--- src/rtl/cla_pkg.sv ---
package cla_pkg;
  localparam int unsigned CLA_WIDTH_DEF = 16;
  localparam int unsigned CLA_GROUP_DEF = 4;

  typedef struct packed {
    logic prop;
    logic gen;
  } pg_t;
endpackage

--- src/rtl/cla_bit_pg.sv ---
module cla_bit_pg #(
  parameter int unsigned W = 4
) (
  input  logic [W-1:0] a,
  input  logic [W-1:0] b,
  output logic [W-1:0] gen,
  output logic [W-1:0] prop,
  output logic [W-1:0] half
);
  for (genvar i = 0; i < W; i++) begin : g_bit
    assign gen[i]  = a[i] & b[i];
    assign prop[i] = a[i] | b[i];
    assign half[i] = a[i] ^ b[i];
  end
endmodule

--- src/rtl/cla_lookahead.sv ---
module cla_lookahead
  import cla_pkg::*;
#(
  parameter int unsigned N = 4
) (
  input  logic [N-1:0] gen,
  input  logic [N-1:0] prop,
  input  logic         cin,
  output logic [N-1:0] carry,
  output pg_t          blk
);
  // Flat sum-of-products per carry: no term depends on another carry.
  always_comb begin
    logic acc;
    logic term;
    carry[0] = cin;
    for (int i = 0; i < N - 1; i++) begin
      term = cin;
      for (int j = 0; j <= i; j++) term = term & prop[j];
      acc = term;
      for (int j = 0; j <= i; j++) begin
        term = gen[j];
        for (int k = j + 1; k <= i; k++) term = term & prop[k];
        acc = acc | term;
      end
      carry[i+1] = acc;
    end
  end

  always_comb begin
    logic acc;
    logic term;
    acc = 1'b0;
    for (int j = 0; j < N; j++) begin
      term = gen[j];
      for (int k = j + 1; k < N; k++) term = term & prop[k];
      acc = acc | term;
    end
    blk.gen  = acc;
    blk.prop = &prop;
  end
endmodule

--- src/rtl/cla_group.sv ---
module cla_group
  import cla_pkg::*;
#(
  parameter int unsigned GW = 4
) (
  input  logic [GW-1:0] a,
  input  logic [GW-1:0] b,
  input  logic          cin,
  output logic [GW-1:0] sum,
  output pg_t           blk
);
  logic [GW-1:0] bit_g;
  logic [GW-1:0] bit_p;
  logic [GW-1:0] bit_x;
  logic [GW-1:0] bit_c;

  cla_bit_pg #(.W(GW)) u_pg (
    .a    (a),
    .b    (b),
    .gen  (bit_g),
    .prop (bit_p),
    .half (bit_x)
  );

  cla_lookahead #(.N(GW)) u_la (
    .gen   (bit_g),
    .prop  (bit_p),
    .cin   (cin),
    .carry (bit_c),
    .blk   (blk)
  );

  assign sum = bit_x ^ bit_c;
endmodule

--- src/rtl/cla_adder.sv ---
module cla_adder
  import cla_pkg::*;
#(
  parameter int unsigned WIDTH = CLA_WIDTH_DEF,
  parameter int unsigned GW    = CLA_GROUP_DEF
) (
  input  logic [WIDTH-1:0] op_a,
  input  logic [WIDTH-1:0] op_b,
  input  logic             carry_in,
  output logic [WIDTH-1:0] sum,
  output logic             carry_out
);
  localparam int unsigned NG = WIDTH / GW;

  pg_t [NG-1:0]  grp_pg;
  logic [NG-1:0] grp_g;
  logic [NG-1:0] grp_p;
  logic [NG-1:0] grp_c;
  pg_t           top_pg;

  for (genvar gi = 0; gi < NG; gi++) begin : g_grp
    cla_group #(.GW(GW)) u_grp (
      .a   (op_a[gi*GW +: GW]),
      .b   (op_b[gi*GW +: GW]),
      .cin (grp_c[gi]),
      .sum (sum[gi*GW +: GW]),
      .blk (grp_pg[gi])
    );
    assign grp_g[gi] = grp_pg[gi].gen;
    assign grp_p[gi] = grp_pg[gi].prop;
  end

  cla_lookahead #(.N(NG)) u_top (
    .gen   (grp_g),
    .prop  (grp_p),
    .cin   (carry_in),
    .carry (grp_c),
    .blk   (top_pg)
  );

  assign carry_out = top_pg.gen | (top_pg.prop & carry_in);
endmodule

--- config.mk ---
export PLATFORM = sky130hd
export DESIGN_NAME = cla_adder
export DESIGN_NICKNAME = d
export VERILOG_FILES = /design/src/rtl/cla_pkg.sv /design/src/rtl/cla_bit_pg.sv /design/src/rtl/cla_lookahead.sv /design/src/rtl/cla_group.sv /design/src/rtl/cla_adder.sv
export SDC_FILE = /design/constraint.sdc
export NUM_CORES = 1
export LEC_CHECK = 0
export ABC_AREA = 1
export BUFFER_PORTS_ARGS = -buffer_cell sky130_fd_sc_hd__buf_2
export CORE_UTILIZATION = 52
export DETAILED_ROUTE_END_ITERATION = 6
export PLACE_DENSITY_LB_ADDON = 0.3
export SLEW_MARGIN = 20
export SYNTH_ARGS = -nofsm -noshare
export SYNTH_HDL_FRONTEND = slang
export SYNTH_SLANG_ARGS = --single-unit
--- constraint.sdc ---
create_clock -name vclk -period 5.9
set_clock_uncertainty 0.15 [all_clocks]
set_input_delay 1.18 -clock vclk [all_inputs]
set_output_delay 1.18 -clock vclk [all_outputs]
set_load 0.1 [all_outputs]
==> flow_summary.yaml, run 1 <==
run_status:
  status: "finished clean"
finish:
  final_cell_mix: "buf_2, inv_1, ha_1"
  layout_commonest_cell: "buf_2"
  regArea_um2: 0
  drive_above_1_share_pct: 36.7
  fin_cells: 237
  synthToLayoutAreaGrowth_pct: 25.8
  n_fill_cell: 208
  num_antenna_cells: 0
  nFlopsAndLatches: 0
  final_nets: 281
  clkbuf_count: 0
  fin_area_mm2: 0.00139
drt:
  final_antenna_net_count: 0
  drc: 0
  wl_per_cell_um: 8.51
  drtIter0Drc: 5
  viasPerCell: 4.41
  vias: 1046
  wl_mm: 2.02
  drtPass1Iterations: 2
clock_tree:
  ctsHoldBuffers: 0
  cts.repair.resized: 0
  cts_setup_buffers: 0
critical_path:
  start_kind: "input pin"
  critPathKind: "in -> out"
  critPathCaptureType: "output pin"
  worst_ep_required_time_ns: 4.57
  cp_data_arrival_time_ns: 2.99
  path_max_fanout: 2
grt:
  grt_max_degree: 5
  grt_pass1_vias: 891
  grt-ovfl-total: 0
  antenna_found_initial: 0
  grt_pass1_wl_mm: 3.05
  grt_use_total_pct: 17.7
power_and_ir_drop:
  p_sw_mw: 0.237
  cellLeakagePower_nw: 0.926
  seqPwrFrac_pct: 0
  p_clk_share_pct: 0
  peakVddDrop_mv: 0.177
  combPwrFrac_pct: 100.0
  p_sw_share_pct: 80.9
  power.density_mw_per_mm2: 211
  internal-power_mw: 0.0558
floorplan:
  pin_count: 50
  die_height_um: 48.0
  std_cell_rows: 16
  fp.dieArea_mm2: 0.00231
  start_util_pct: 55.6
  core-area_mm2: 0.00198
  die_x_um: 48.0
yosys:
  synth_nets: 229
  synth_cells: 160
  yosysWarnings: 0
  ys_types: 19
  avgSynthCellArea_um2: 6.89
  synth.cell_area_mm2: 0.00110
  seq_area_frac_synth_pct: 0
sta:
  grt_setup_unrepaired: "no"
  slew_headroom_pct: 67.9
  post-route-period-util_pct: 73.2
  fmax_mhz: 231
  whs_ns: 2.83
  fin_tns_setup_ns: 0
  drv_slew: 0
  worst_pin_slew_ns: 0.486
  period_minus_slack_ns: 4.32
  hold_viol_final: 0
  setup_viol: 0
min_path:
  hp-class: "in -> out"
  min_to: "sum[10]"
  min_path_cells: 5
  holdCritStartpoint: "op_b[10]"
place:
  gp_congestion: 0.736
  dp.cells: 237
  hpwl_mm: 1.95
  placed_area_mm2: 0.00139
  port_buffers: 50
job:
  maxCapViolCount: 0
worst max path at each step:
stage / from / end / slack [ns] / depth (start not counted)
6_report: op_a[3] / sum[13] / 1.58 / 11
2_1_floorplan: op_a[3] / sum[13] / 0.93 / 9
4_1_cts: op_a[3] / sum[13] / 1.56 / 11
3_5_place_dp: op_a[3] / sum[13] / 1.56 / 11
3_3_place_gp: op_a[3] / sum[13] / 1.63 / 11
5_1_grt: op_a[7] / sum[9] / 1.44 / 11
power groups by stage:
stage | Sequential, mW | Clock [mW] | Combinational, mW
2_1_floorplan | 0 | 0 | 0.251
3_3_place_gp | 0 | 0 | 0.288
3_5_place_dp | 0 | 0 | 0.294
4_1_cts | 0 | 0 | 0.295
5_1_grt | 0 | 0 | 0.312
6_report | 0 | 0 | 0.293
per-layer routing:
metal | track usage, % | vias to the layer above | share of wire [%]
met5 | 0 | - | 0
met4 | 2.22 | 0 | 0
met3 | 0.755 | 0 | 4.0
met2 | 40.3 | 25 | 59
met1 | 16.9 | 463 | 37
li1 | - | 558 | -
final cells by class:
cell class,instances,area (um2),share of cell area (%)
multi-input combinational,103,888,64.1
timing repair buffer,50,250,18.1
tap,27,33.8,2.44
inverter,57,214,15.4
critical path, cell delays in order:
cell and delay, ns:
buf_2 0.11, inv_1 0.06, ha_1 0.21, inv_2 0.06, a21oi_4 0.15, nand2_2 0.07
nand3_1 0.08, nand4_2 0.11, fa_1 0.40, xor2_1 0.13, buf_2 0.44
cell usage after synthesis:
master    number  area (um2)
fa_1           4        80.1
nor2_4         2        22.5
or2_0          1        6.26
o21bai_1       1        7.51
nor2_2         4        25.0
xor2_1         8        70.1
inv_1         49         184
a21oi_1        4        20.0
nand2_2        7        43.8
nand3_2        3        30.0
ha_1          32         400
a21oi_4        1        16.3
xnor2_1        2        17.5
inv_2          8        30.0
nor2_1         2        7.51
nand2_1       24        90.1
nand3_1        6        30.0
a21oi_2        1        8.76
nand4_2        1        12.5
metrics by stage:
step / utilization (%) / worst slack, ns / power, mW
global placement: 69.9 / 1.63 / 0.288
CTS: 69.9 / 1.56 / 0.295
global route: 69.9 / 1.44 / 0.312
floorplan: - / 0.929 / 0.251
detailed placement: 69.9 / 1.56 / 0.294
finish: 69.9 / 1.58 / 0.293
logic make-up (layout without fill, tap and decap cells):
family	count (synthesis)	after routing	share of synthesized area (%)
xor gates and xnor gates	10	10	7.95
AOI/OAI and AO/OA	7	7	4.77
buffers and inverters	57	107	19.4
adders and majority gates	36	36	43.6
and+or+nand+nor	50	50	24.3
No activity file was read; power rests on OpenSTA's default activity.
==> inputs of run 2 (changes only) <==
- CORE_UTILIZATION: 52 -> 46
- clock period: 5.9 -> 3.7 ns (I/O delays scaled with it)
==> run 2 against run 1 <==
Global-route usage shrank 0.19 points. Clock-buffer cell count did not move. Cell count grew 0.42%. Via count fell by 1.1%. Power increased by 72%. Core utilization fell by 3.8 points. Die area is 12% higher. Combinational power is 72% higher. Largest power group unchanged.
==> flow_summary.yaml, run 2 (synthesized netlist as in run 1, its figures left out) <==
finish:
  num_antenna_cells: 0
  utilization_pct: 66.2
  clkbuf_count: 0
  multi_input_area_um2: 948
  final_nets: 281
  synthToLayoutAreaGrowth_pct: 34.1
  final_cell_mix: "inv_1, buf_2, ha_1"
  regArea_um2: 0
  layout_commonest_cell: "inv_1"
  nFlopsAndLatches: 0
  drive_above_1_share_pct: 40.5
  n_fill_cell: 216
floorplan:
  die_height_um: 51.0
  core-area_mm2: 0.00223
  std_cell_rows: 17
  die_x_um: 51.0
  fp.dieArea_mm2: 0.00260
  start_util_pct: 49.4
  pin_count: 50
critical_path:
  cp-startpoint: "op_a[1]"
  cp_data_arrival_time_ns: 2.53
  critPathKind: "in -> out"
  path_max_fanout: 2
  worst_ep_required_time_ns: 2.81
  critPathCaptureType: "output pin"
  start_kind: "input pin"
drt:
  wl_mm: 2.07
  drc: 0
  final_antenna_net_count: 0
  wl_per_cell_um: 8.70
  drtPass1Iterations: 3
  drtIter0Drc: 9
  viasPerCell: 4.34
  vias: 1034
grt:
  grt-ovfl-total: 0
  antenna_found_initial: 0
  grt_pass1_vias: 979
  grt_pass1_wl_mm: 3.71
  grt_max_degree: 5
  grt_use_total_pct: 17.5
sta:
  period_minus_slack_ns: 3.42
  post-route-period-util_pct: 92.5
  drv_slew: 0
  slew_headroom_pct: 67.7
  setup_viol: 0
  grt_setup_unrepaired: "no"
  fmax_mhz: 292
  whs_ns: 1.89
  fin_tns_setup_ns: 0
  hold_viol_final: 0
  worst_pin_slew_ns: 0.488
power_and_ir_drop:
  power.density_mw_per_mm2: 340
  cellLeakagePower_nw: 0.956
  peakVddDrop_mv: 0.246
job:
  maxCapViolCount: 0
place:
  port_buffers: 50
  hpwl_mm: 1.98
  gp_congestion: 0.700
clock_tree:
  cts_setup_buffers: 0
  cts.repair.resized: 0
  ctsHoldBuffers: 0
min_path:
  holdCritStartpoint: "op_b[13]"
  hp-class: "in -> out"
run_status:
  status: "finished clean"
-- run 2: cell count changes in the layout (fill, tap and decap cells not counted) --
cell and delta:
buf_12 +2, buf_2 -2, xnor2_1 -2, xnor2_2 +2, xor2_1 -6, xor2_2 +6
-- run 2: power by group --
group,internal (mW),total [mW],switching (mW)
Clock,0,0,0
Sequential,0,0,0
Combinational,0.114,0.503,0.389
-- run 2: worst max-delay path: stages --
cell	delay, ns
buf_2	0.11
inv_1	0.05
ha_1	0.16
inv_1	0.06
nand2_1	0.05
nand2_1	0.07
nand2_2	0.09
nand2_2	0.06
nand3_1	0.08
nand4_2	0.11
fa_1	0.51
buf_2	0.43
-- run 2: path summary, 6_finish.rpt --
kind                  endpoint  slack (ns)  depth (start not counted)
worst max-delay path   sum[12]        0.28                         12
worst min-delay path   sum[13]        1.89                          5
-- run 2: layout make-up --
class | count | share of cell area (%)
inverter | 57 | 14.5
multi-input combinational | 103 | 64.2
timing repair buffer | 50 | 19.0
tap | 28 | 2.37
-- run 2: per-stage QoR --
stage,power (mW),instances,setup WS (ns),area [um2]
final,0.503,238,0.278,1480
after global routing,0.529,238,0.142,1480
after CTS,0.506,238,0.273,1480
after detailed placement,0.504,238,0.278,1480
after global placement,0.495,238,0.347,1480
after floorplan,0.416,160,0.0917,1160
-- run 2: layer usage --
metal  vias up  GRT usage, %  routed length [um]
met5         -             0                   0
met4         0          2.78                  14
met3         2             0                  72
met2        27          35.5                1130
met1       456          20.4                 852
li1        549             -                   -
